File: src/rtl/page8_prog_seq.sv
module page8_prog_seq #(
  parameter int ADDR_W = 24,
  parameter logic [7:0] SETUP_OP = 8'h8B
) (
  input  logic              clk,
  input  logic              rst_n,
  input  logic              byte_mode,
  input  logic              busy,
  input  logic              wr_en,
  input  logic [ADDR_W-1:0] wr_addr,
  input  logic [7:0]        wr_data,
  output logic              start,
  output logic              err,
  output logic [ADDR_W-1:0] page_base,
  output logic [63:0]       page_data,
  output logic [7:0]        page_mask
);
  localparam int LANES = 8;
  localparam int OFF_W = $clog2(LANES);

  logic             loading;
  logic [OFF_W-1:0] cnt;

  wire              accept = wr_en & ~busy & byte_mode;
  wire [OFF_W-1:0]  off    = wr_addr[OFF_W-1:0];
  wire [ADDR_W-1:0] row    = {wr_addr[ADDR_W-1:OFF_W], {OFF_W{1'b0}}};
  wire              first  = (cnt == '0);
  wire              bad    = !first && (page_mask[off] || row != page_base);
  wire              last   = (cnt == OFF_W'(LANES - 1));

  always_ff @(posedge clk or negedge rst_n) begin
    if (!rst_n) begin
      loading   <= 1'b0;
      cnt       <= '0;
      start     <= 1'b0;
      err       <= 1'b0;
      page_base <= '0;
      page_data <= '0;
      page_mask <= '0;
    end else begin
      start <= 1'b0;
      err   <= 1'b0;
      if (accept) begin
        if (!loading) begin
          if (wr_data == SETUP_OP) begin
            loading   <= 1'b1;
            cnt       <= '0;
            page_mask <= '0;
          end
        end else if (bad) begin
          loading   <= 1'b0;
          err       <= 1'b1;
          page_mask <= '0;
        end else begin
          page_data[{off, 3'b000} +: 8] <= wr_data;
          page_mask[off] <= 1'b1;
          if (first) page_base <= row;
          cnt <= cnt + 1'b1;
          if (last) begin
            loading <= 1'b0;
            start   <= 1'b1;
          end
        end
      end
    end
  end
endmodule

File: config.mk
export PLATFORM = sky130hd
export DESIGN_NAME = page8_prog_seq
export DESIGN_NICKNAME = d
export VERILOG_FILES = /design/src/rtl/page8_prog_seq.sv
export SDC_FILE = /design/constraint.sdc
export NUM_CORES = 1
export LEC_CHECK = 0
export BUFFER_PORTS_ARGS = -buffer_cell sky130_fd_sc_hd__buf_2
export CELL_PAD_IN_SITES_DETAIL_PLACEMENT = 1
export CELL_PAD_IN_SITES_GLOBAL_PLACEMENT = 1
export CORE_MARGIN = 4
export CORE_UTILIZATION = 41
export DETAILED_ROUTE_END_ITERATION = 8
export PLACE_DENSITY_LB_ADDON = 0.1
export RECOVER_POWER = 50
export SETUP_SLACK_MARGIN = 0.05
export SKIP_LAST_GASP = 1
export SYNTH_ARGS = -nofsm -noshare
export SYNTH_HDL_FRONTEND = slang
export SYNTH_SLANG_ARGS = --single-unit
export TNS_END_PERCENT = 20
File: constraint.sdc
create_clock -name clk -period 3.2 [get_ports clk]
set_input_delay 0.32 -clock clk [delete_from_list [all_inputs] [get_ports clk]]
set_output_delay 0.32 -clock clk [all_outputs]
set_load 0.05 [all_outputs]
==> Yosys cells after proc, flatten, opt, wreduce, memory -nomap -nowiden <==
Cells that the tools add are included.
{ "totals": {"output_inout_bits": 98, "rom_bits": 0, "inputBits": 37, "mem_count": 0, "word_cells": 54, "latch_bits": 0, "mem_bits_rw": 0, "ff_bits": 99} }
{ "op_classes": {"n_bitwise": 5, "div_mod_pow": 0, "n_eq_ne": 4, "mul": 0, "shift": 2, "n_reduce_logical": 10, "add_sub_neg": 2, "mux": 22, "n_lt_le_gt_ge": 2} }
{ "ops": {"columns": ["op", "n"], "rows": [
  ["$bwmux 64", 1],
  ["$shift 8x8->64 const A", 1],
  ["$shiftx 8x8->64", 1],
  ["$mux 8", 3],
  ["$ne 21x21->1", 1],
  ["$mux 1", 13],
  ["$mux 3", 3],
  ["$eq 8x8->1 const B", 1],
  ["$neg 6->8", 1],
  ["$or 8x8->8", 1],
  ["$reduce_and 3->1", 2],
  ["$lt 3x4->1 const B", 1],
  ["$reduce_and 4->1", 1],
  ["$add 3x1->3 const B", 1],
  ["$bmux 1 s3", 1],
  ["$demux 1 s3", 1],
  ["$eq 3x3->1 const B", 1],
  ["$ge 3x1->1 const B", 1],
  ["$logic_not 3->1", 1],
  ["$and 1x1->1", 2],
  ["$logic_and 1x1->1", 2],
  ["$ne 2x2->1 const B", 1],
  ["$not 1->1", 2],
  ["$reduce_and 2->1", 1],
  ["other kinds (3)", 3]
]} }

==> Longest topological paths before layout <==
Gate-level depths: netlist of the first run.
{ "depth": {"depth_word": 7, "mapped_depth": 9, "depth_no_buf": 7} }

==> Worst setup path before layout of the first run <==
OpenSTA, ideal clock, no wires.
{ "synth_path": {"kind": "input -> register", "start": "input port wr_addr[0]", "end": "register page_data[24]", "required_time_ns": 3.078, "path_buffers": 1, "path_slack_ns": 0.860, "path_stages": 7, "arrival_time_ns": 2.218, "setup_ns": 0.122, "cell_sequence": "clkbuf_1 inv_1 ha_1 ha_1 nor3b_1 nand4_2 o2bb2ai_1"} }
{ "synth_via": {"elab_chain_len": 6, "word_cells_on_any_way": 10, "cone_classes": "add/sub: 1; shift: 2; mux: 3; bitwise: 1; reduce/logical: 3"} }
{ "synth_lines": {"columns": ["item", "line_no", "source"], "rows": [
  ["start, declared", "10", "input logic [ADDR_W-1:0] wr_addr,"],
  ["branches (longest 6 deep; another with $neg 6->8)", null, null],
  ["end signal, assigned by index", "55", "page_data[{off, 3'b000} +: 8] <= wr_data;"],
  ["end, declared", "15", "output logic [63:0] page_data,"]
]} }
Parallel ways; which one is timed is not known. The select of a mux whose other input is x is not followed.
A chain may end at the register's enable or synchronous reset.

==> Worst setup path in the final report of the first run <==
{ "layout_path": {"start": "register page_base[4]", "end": "register page_data[44]"} }
{ "layout_via": {"elab_chain_len": 5} }
{ "layout_lines": {"columns": ["item", "line_no", "source"], "rows": [
  ["start, declared", "14", "output logic [ADDR_W-1:0] page_base,"],
  ["start signal, assigned", "57", "if (first) page_base <= row;"],
  ["$ne 21x21->1", "28", "wire bad = !first && (page_mask[off] || row != page_base);"],
  ["$logic_or 1x1->1", "28", null],
  ["$logic_and 1x1->1", "28", null],
  ["$not 1->1 (no source line)", null, null],
  ["$reduce_and 3->1 (no source line)", null, null]
]} }
No other way between the ends.

==> qor.csv, run 1 <==
metric,value,unit
grt_start_max_net_pins,54,
num-fill-cells,1198,
synth-async-reset-ratio,1.00,
max_clock_freq,0.396,GHz
critPathArrivalTime,2770,ps
clkPwrFrac,0.323,
initial_utilization,0.420,
die_w,111,um
num_vias,3355,
crit_type,flip-flop to flip-flop,
wl_per_cell,19.5,um
yosys.area.top_type,dfrtp_1,
slew_violations,0,
grt_pass1_vias,3748,
grt_pass1_wl,20400,um
dieArea,0.0122,mm^2
crit_required,3440,ps
ys_ff_latch,99,
reg2regPathDepth,7,
cts_setup_buffers,0,
via_per_inst,5.42,
grt_usage,0.205,
syn_avg_cell_area,12.5,um^2
synthAdderAreaFrac,0.0145,
setup_viol,0,
slew-limit-headroom,0.199,
yosysWarnings,0,
ir_drop,0.273,mV
cts_resized,0,
status,finished clean,
io_pins,135,
seq_area,0.00248,mm^2
combPwrFrac,0.153,
synthesis.area,0.00432,mm^2
rrSetupSlack,680,ps
die_y,111,um
drt-total-wl,12100,um
clockRootBuffer,clkbuf_8,
p_sw,752,uW
cts.htree.levels,3,
core_area,0.0103,mm^2
synth.area.mux_share,0.0652,
clock_insertion_delay_worst_skew,360,ps
worstReg2RegEnd,page_data[44],
num_rows,37,
finalCriticalPeriod,2520,ps
cap_viol_max_count,0,
final_cell_count_no_fill,619,
layout-drive-gt1-share,0.282,
synth_cells,345,
whs_path_depth,2,
powerDensity,484,mW/mm^2
drc_errors,0,
min-delay-start,wr_addr[4],
final_common_cell,dfrtp_1,
gp_congestion,0.788,
area_delta_synth_final,21.9,%
cts_sinks,99,
synth_compound_area_frac,0.166,
port_buffers,131,
synth_top_cell_area_share,0.574,
clockBufferDepth,2,
drt_iter0_drc,173,
yosysSeqAreaShare,0.574,
antenna_cells,0,
postRouteAntennaNets,0,
finClkSkew,8.55,ps
ys_types,38,
dpl.hpwl,8860,um
antenna_found_initial,0,
final.setup.tns,0,ps
hold_viol,0,
dp_cells,602,
clk_pin_slew,100,ps
postCtsHoldBufs,1,
power_leakage,0.00257,uW
synth.area.top_cells,"dfrtp_1 (57%), o2bb2ai_1 (13%), mux2_2 (5.5%), xor2_1 (4.3%), nand2_1 (3.0%)",
synth_top_family_by_area,compound AO/OA/AOI/OAI gates,
rsz0062_at_grt,no,
cp_max_fo,20,
synth-xor-area-share,0.0426,
yosys_most_used_dff,dfrtp_1,
worstHoldPathType,input port to flip-flop,
cp-end-kind,flip-flop,
firstDrtPassIters,4,
synth_edf_count,0,
p_seq_frac,0.524,
startpoint_type,flip-flop,
hold_end,page_base[4],
p_int,1790,uW
overflow,0,
rr_startpoint,page_base[4],
layout_common_cells,"dfrtp_1 (99), buf_2 (70), o2bb2ai_1 (64), clkbuf_1 (61), nand2_1 (35)",
synth-simple-area-share,0.106,
nets,520,
period_share,0.789,
cts_tree,done,
multi_input_area,0.00173,mm^2
switching_share,0.296,
worst_pin_slew,1200,ps
numCtsBuffers,9,
-- metrics by stage --
| step | setup slack, ps | util | hold WS [ps] | total power [uW] | instance area (um^2) |
|---|---|---|---|---|---|
| floorplan | 860 | - | 24.4 | 1600 | 4320 |
| global route | 483 | 0.512 | 200 | 2670 | 5260 |
| CTS | 654 | 0.519 | 187 | 2580 | 5340 |
| detailed placement | 659 | 0.498 | 369 | 1750 | 5120 |
| finish | 677 | 0.512 | 205 | 2540 | 5260 |
| global placement | 681 | 0.498 | 371 | 1740 | 5120 |
-- kinds of logic (layout without fill, tap and decap cells) --
family	after synthesis	count (layout)
flops	99	99
compound gates	88	88
simple gates	81	81
buf+inv	27	163
mux	23	23
xor+xnor	21	21
fa+ha+maj	5	5
other cells	1	3
-- layer usage --
metal	track usage	vias up	routed length (um)
met4	0.0640	0	149
met5	0	-	0
li1	-	1532	-
met2	0.341	89	5880
met3	0.0553	12	647
met1	0.261	1722	5380
-- power groups by stage --
stage	logic (uW)	registers, uW	clock network [uW]
detailed placement	395	1360	0
global placement	382	1350	0
finish	389	1330	822
floorplan	160	1440	0
global route	426	1340	907
CTS	397	1330	849
-- area by class of cell --
cell class | count | share of cell area
Clock inverter | 5 | 0.0119
Multi-Input combinational cell | 221 | 0.328
Clock buffer | 11 | 0.0269
Tap cell | 136 | 0.0324
Sequential cell | 99 | 0.471
Inverter | 9 | 0.00642
Timing Repair Buffer | 138 | 0.123
-- worst max path at each step --
stage	cells after the start	startpoint	endpoint	slack, ps
after floorplan	7	wr_addr[0]	page_data[24]	860
after global placement	8	wr_addr[4]	page_data[44]	680
after detailed placement	8	wr_addr[4]	page_data[40]	660
after CTS	7	page_base[4]	page_data[53]	650
after global routing	7	page_base[4]	page_data[44]	480
final	7	page_base[4]	page_data[44]	680
-- worst max-delay path: stages (launching register included) --
cell and delay (ps):
dfrtp_1 410, xor2_1 170, nor4_1 390, nand4_1 250, o31ai_4 260, buf_4 310
nand4_2 350, o2bb2ai_1 250
-- cells in the mapped netlist (4+ instances only) --
library cell / n
o21ai_0: 7
nor4_1: 5
mux2_2: 21
buf_4: 4
xor2_1: 21
inv_1: 9
o2bb2ai_1: 64
nand4_2: 5
buf_2: 4
clkbuf_1: 5
dfrtp_1: 99
nand2_1: 35
nor2_1: 6
nor3_1: 7
a31oi_1: 7
ha_1: 5
or2_2: 8
-- sequential cells by signal (all words and copies together), names as in the netlist --
signal	flops
cnt	3
loading	1
page_data	64
page_mask	8
err	1
page_base	21
start	1
Power figures use the tool's default switching activity.
==> inputs of run 2 (changes only) <==
--- a/config.mk
+++ b/config.mk
@@ -9,7 +9,7 @@
 export CELL_PAD_IN_SITES_DETAIL_PLACEMENT = 1
 export CELL_PAD_IN_SITES_GLOBAL_PLACEMENT = 1
 export CORE_MARGIN = 4
-export CORE_UTILIZATION = 41
+export CORE_UTILIZATION = 36
 export DETAILED_ROUTE_END_ITERATION = 8
 export PLACE_DENSITY_LB_ADDON = 0.1
 export RECOVER_POWER = 50
==> constraint.sdc (replaced) <==
create_clock -name clk -period 2 [get_ports clk]
set_input_delay 0.2 -clock clk [delete_from_list [all_inputs] [get_ports clk]]
set_output_delay 0.2 -clock clk [all_outputs]
set_load 0.05 [all_outputs]
==> run 2 against run 1 <==
The run now ends with setup timing left. Worst setup slack worse by 840 ps. Worst hold slack lost 99 ps. Non-clock buffer count grew 42. Die area is 13% higher. Power is 79% higher. Critical path depth unchanged. Maximum frequency up 16%. Global-route usage decreased by 0.73 points. Critical path type unchanged. Via count up 5.8%.
==> qor.csv, run 2 (same netlist as run 1, synthesis figures left out) <==
metric,value,unit,change
status,"complete, but fails checks",,
violations,setup timing,,
slew-limit-headroom,0.487,,+0.289
dpl.hpwl,9570,um,+8.0%
finClkSkew,8.06,ps,-0.490 ps
max_clock_freq,0.461,GHz,+16%
rr_startpoint,page_mask[5],,
drt-total-wl,12900,um,+6.9%
crit_required,2230,ps,-1210 ps
hold_viol,0,,unchanged
slowest_stage,mux4_2,,
worst_slack,-167,ps,-844 ps
core_area,0.0116,mm^2,+13%
num_vias,3551,,+5.8%
worst_pin_slew,769,ps,-433 ps
final_util,0.505,,-0.00633
path_common_cell,nand2_1,,
grt_pass1_wl,21900,um,+7.3%
rsz0062_at_grt,yes,,
startpoint_type,flip-flop,,
dieArea,0.0138,mm^2,+13%
port_buffers,131,,unchanged
antenna_found_initial,0,,unchanged
ir_drop,0.533,mV,+95%
finalCriticalPeriod,2170,ps,-356 ps
cp_max_fo,13,,-35%
via_per_inst,5.33,,-1.6%
dp_cells,650,,+8.0%
clockRootBuffer,clkbuf_16,,
clock_insertion_delay_worst_skew,350,ps,about the same
min-delay-start,wr_addr[10],,
io_pins,135,,unchanged
power_leakage,0.00302,uW,+18%
cts_tree,done,,
die_y,117,um,+6.2%
numCtsBuffers,9,,unchanged
crit_type,flip-flop to flip-flop,,
grt_usage,0.198,,-0.00732
wl_per_cell,19.3,um,-0.68%
firstDrtPassIters,4,,unchanged
clockBufferDepth,2,,unchanged
final_common_cell,buf_2,,
layout_common_cells,"buf_2 (121), dfrtp_1 (75), o2bb2ai_1 (64), buf_4 (43), nand2_1 (34)",,
grt_pass1_vias,3997,,+6.6%
cp_top_family,compound AO/OA/AOI/OAI gates,,
cp-end-kind,flip-flop,,
startpoint,page_mask[5],,
die_w,117,um,+6.2%
initial_utilization,0.373,,-0.0467
layout-drive-gt1-share,0.491,,+0.210
critPathArrivalTime,2400,ps,-370 ps
worstHoldPathType,input port to flip-flop,,
final_cell_count_no_fill,666,,+7.6%
largest_register_ffs,64,,unchanged
cts_sinks,99,,unchanged
grt_start_max_net_pins,50,,-7.4%
drt_iter0_drc,158,,-8.7%
reg_top3,"page_data x64, page_base x21, page_mask x8",,
setup_viol,74,,+74
slew_violations,0,,unchanged
max_flop_register,page_data,,
period_share,1.08,,+0.295
cap_viol_max_count,0,,unchanged
nets,562,,+8.1%
clk_pin_slew,70,ps,-30 ps
cts.htree.levels,3,,unchanged
cp_num_buf_inv,1,,unchanged
postRouteAntennaNets,0,,unchanged
area_delta_synth_final,35.4,%,
antenna_cells,0,,unchanged
num_rows,39,,+5.4%
gp_congestion,0.781,,-0.86%
crit_chain,mux4_2 -> nand2_1 -> nand2_1 -> o31ai_4 -> buf_12 -> nand4_2 -> o2bb2ai_1,,
num-fill-cells,1259,,+5.1%
cp_slowest_stage_delay,460,ps,+50 ps
powerDensity,781,mW/mm^2,+61%
overflow,0,,unchanged
drc_errors,0,,unchanged
[run 2: cell types whose count changed in the layout (fill, tap and decap cells not counted), sizes merged]
| cell | delta |
|---|---|
| clkbuf | -50 |
| clkinv | +1 |
| buf | +91 |
| clkinvlp | -2 |
[run 2: report_power, final]
| group | internal [uW] | leakage (uW) | switching (uW) | total, uW |
|---|---|---|---|---|
| clock network | 992 | 0.000144 | 743 | 1740 |
| registers | 2070 | 0.00133 | 62.3 | 2140 |
| logic | 224 | 0.00155 | 468 | 692 |
[run 2: area by class of cell]
| cell class | instances | area, um^2 | share of cell area |
|---|---|---|---|
| sequential | 99 | 2510 | 0.429 |
| multi-input combinational | 221 | 1780 | 0.305 |
| timing repair buffer | 180 | 1050 | 0.180 |
| clock buffer | 10 | 239 | 0.0409 |
| tap | 143 | 179 | 0.0306 |
| clock inverter | 4 | 52.6 | 0.00899 |
| inverter | 9 | 33.8 | 0.00578 |
[run 2: stage by stage]
step | worst slack (ps) | hold WS, ps | setup TNS (ps) | instance area (um^2) | power [uW]
after floorplan | -112 | -95.6 | -5150 | 4380 | 2580
after global placement | -204 | 175 | -12370 | 5530 | 2840
after detailed placement | -210 | 167 | -11560 | 5530 | 2870
after CTS | -181 | 95.7 | -8980 | 5870 | 4630
after global routing | -272 | 111 | -16830 | 5840 | 4790
final | -167 | 106 | -7070 | 5840 | 4560
[run 2: what timing repair did]
action | CTS | global route
pin swaps | 2 | 1
endpoints found under the setup margin | 76 | 78
resized for setup | 3 | 2
endpoints found under the hold margin | 28 | 0
gates cloned | 0 | 0
buffers inserted | 1 | 0
hold buffers | 1 | 0
[run 2: worst register-to-register path: stages (launching register included)]
cell and delay (ps):
dfrtp_2 410, mux4_2 460, nand2_1 80, nand2_1 130, o31ai_4 280, buf_12 190
nand4_2 280, o2bb2ai_1 230
[run 2: metal layers]
layer / routed length (um) / track usage / vias up / part of all wire
met1: 5700 / 0.256 / 1797 / 0.44
met2: 6070 / 0.313 / 105 / 0.47
met5: 0 / 0 / - / 0
met3: 796 / 0.0577 / 23 / 0.062
met4: 318 / 0.0791 / 0 / 0.025
li1: - / - / 1626 / -
[run 2: final timing paths]
| check | end | slack [ps] | cells past startpoint |
|---|---|---|---|
| min in group asynchronous | page_mask[6] | 470 | 2 |
| max in group asynchronous | page_mask[1] | 330 | 3 |
| min reg2reg | page_data[3] | 490 | 1 |
| max | page_data[44] | -170 | 7 |
| max reg2reg | page_data[44] | -170 | 7 |
| min | page_base[10] | 110 | 2 |
==> inputs of run 3 (changes only) <==
--- a/config.mk
+++ b/config.mk
@@ -14,7 +14,6 @@
 export PLACE_DENSITY_LB_ADDON = 0.1
 export RECOVER_POWER = 50
 export SETUP_SLACK_MARGIN = 0.05
-export SKIP_LAST_GASP = 1
 export SYNTH_ARGS = -nofsm -noshare
 export SYNTH_HDL_FRONTEND = slang
 export SYNTH_SLANG_ARGS = --single-unit
==> run 3 against run 2 <==
The flow still finishes with violations (setup timing). Power up 0.23%. Count of clock-buffer cells in the layout stayed put. Non-clock buffer count up 2. Die area stayed put. Critical path depth did not move. Largest cell class unchanged. Worst hold slack improved by 0.78 ps.
==> qor.csv, run 3 (same netlist as run 1, synthesis figures left out) <==
metric,value,unit,change
status,"complete, but fails checks",,
violations,setup timing,,
io_pins,135,,unchanged
grt_pass1_vias,3999,,+0.050%
p_int,3290,uW,about the same
clockBufferDepth,2,,unchanged
startpoint_type,flip-flop,,
rsz0062_at_grt,yes,,
core_area,0.0116,mm^2,unchanged
grt_pass1_wl,21900,um,+0.38%
numCtsBuffers,9,,unchanged
worst_slack,-135,ps,+32.4 ps
reg_top3,"page_data x64, page_base x21, page_mask x8",,
finalCriticalPeriod,2130,ps,-32.4 ps
cts.htree.levels,3,,unchanged
layout_common_cells,"buf_2 (121), dfrtp_1 (75), o2bb2ai_1 (58), buf_4 (42), nand2_1 (33)",,
antenna_found_initial,0,,unchanged
crit_type,flip-flop to flip-flop,,
clockRootBuffer,clkbuf_16,,
postRouteAntennaNets,0,,unchanged
p_sw,1280,uW,+0.64%
drt_iter0_drc,164,,+3.8%
min-delay-start,wr_addr[10],,
via_per_inst,5.34,,+0.17%
die_w,117,um,unchanged
setup_viol,67,,-9.5%
wl_per_cell,19.7,um,+1.6%
worstHoldPathType,input port to flip-flop,,
clk_pin_slew,70,ps,about the same
final_util,0.515,,+0.00941
drc_errors,0,,unchanged
overflow,0,,unchanged
final_common_cell,buf_2,,
layout-drive-gt1-share,0.513,,+0.0219
cp_max_fo,14,,+1
slew_violations,0,,unchanged
port_buffers,131,,unchanged
period_share,1.07,,-0.0162
clock_insertion_delay_worst_skew,350,ps,about the same
powerDensity,768,mW/mm^2,-1.6%
worst_pin_slew,765,ps,-4.00 ps
grt_usage,0.198,,+0.000721
num_rows,39,,unchanged
combPwrFrac,0.154,,+0.002
rr_startpoint,page_base[8],,
max_flop_register,page_data,,
firstDrtPassIters,4,,unchanged
p_seq_frac,0.467,,about the same
drt-total-wl,13200,um,+2.1%
cap_viol_max_count,0,,unchanged
switching_share,0.280,,+0.00113
final_cell_count_no_fill,669,,+0.45%
power_leakage,0.00306,uW,+1.2%
cts_sinks,99,,unchanged
clkPwrFrac,0.380,,about the same
dp_cells,650,,unchanged
rrSetupSlack,-130,ps,+30 ps
nets,565,,+0.53%
ir_drop,0.532,mV,-0.15%
startpoint,page_base[8],,
area_delta_synth_final,38.0,%,
crit_required,2230,ps,about the same
largest_register_ffs,64,,unchanged
max_clock_freq,0.468,GHz,+1.5%
hold_viol,0,,unchanged
power.total,4570,uW,+0.23%
die_y,117,um,unchanged
grt_start_max_net_pins,50,,unchanged
cp-end-kind,flip-flop,,
cts_tree,done,,
critPathArrivalTime,2360,ps,-40 ps
gp_congestion,0.781,,unchanged
antenna_cells,0,,unchanged
slew-limit-headroom,0.490,,+0.00267
pre_cts_slack,-210,ps,unchanged
initial_utilization,0.373,,unchanged
dieArea,0.0138,mm^2,unchanged
dpl.hpwl,9570,um,unchanged
num_vias,3573,,+0.62%
finClkSkew,7.17,ps,-0.893 ps
-- run 3: cell types whose count changed in the layout (fill, tap and decap cells not counted), moves of 2 or more --
cell | before | now
o2bb2ai_1 | 64 | 58
o2bb2ai_2 | 0 | 6
o21ai_0 | 6 | 1
buf_6 | 0 | 3
o21ai_2 | 0 | 3
o21ai_1 | 1 | 3
-- run 3: power groups by stage --
stage | clock network (uW) | logic (uW) | registers (uW)
5_1_grt | 1880 | 775 | 2150
2_1_floorplan | 0 | 261 | 2320
6_report | 1740 | 702 | 2140
3_5_place_dp | 0 | 696 | 2170
3_3_place_gp | 0 | 679 | 2170
4_1_cts | 1790 | 711 | 2140
-- run 3: through the flow --
stage | instance area [um^2] | TNS, ps | hold WS [ps]
finish | 5950 | -4350 | 107
global route | 5950 | -15290 | 111
CTS | 5910 | -7660 | 95.7
detailed placement | 5530 | -11560 | 167
global placement | 5530 | -12370 | 175
floorplan | 4380 | -5150 | -95.6
-- run 3: critical path, stage by stage, from the launching register on --
cell,delay (ps)
dfrtp_2,410
xor2_1,160
nor4_1,270
nand4_1,230
o31ai_4,260
buf_12,190
nand4_2,270
o2bb2ai_1,220
-- run 3: area by class of cell --
cell class | instances | area, um^2
Clock inverter | 4 | 52.6
Fill cell | 1245 | 5610
Tap cell | 143 | 179
Timing Repair Buffer | 182 | 1080
Inverter | 9 | 33.8
Multi-Input combinational cell | 222 | 1870
Sequential cell | 99 | 2510
Clock buffer | 10 | 239
-- run 3: final timing paths --
kind / end / cells after the start
worst max register to register: page_data[44] / 7
worst min-delay path: page_base[10] / 2
max in group asynchronous: page_mask[1] / 3
worst max-delay path: page_data[44] / 7
worst min register to register: page_data[3] / 1
min in group asynchronous: page_mask[6] / 2
-- run 3: repair_timing --
item / CTS / global route
resized for setup: 18 / 8
setup endpoints to repair: 76 / 77
hold buffers: 1 / 0
pin swaps: 2 / 2
setup buffers: 1 / 2
cloned: 0 / 1
endpoints found under the hold margin: 28 / 0
-- run 3: routing by layer --
layer / vias to the layer above / share of wire / GRT usage
li1: 1632 / - / -
met1: 1821 / 0.44 / 0.257
met2: 95 / 0.48 / 0.314
met3: 25 / 0.057 / 0.0577
met4: 0 / 0.026 / 0.0791
met5: - / 0 / 0
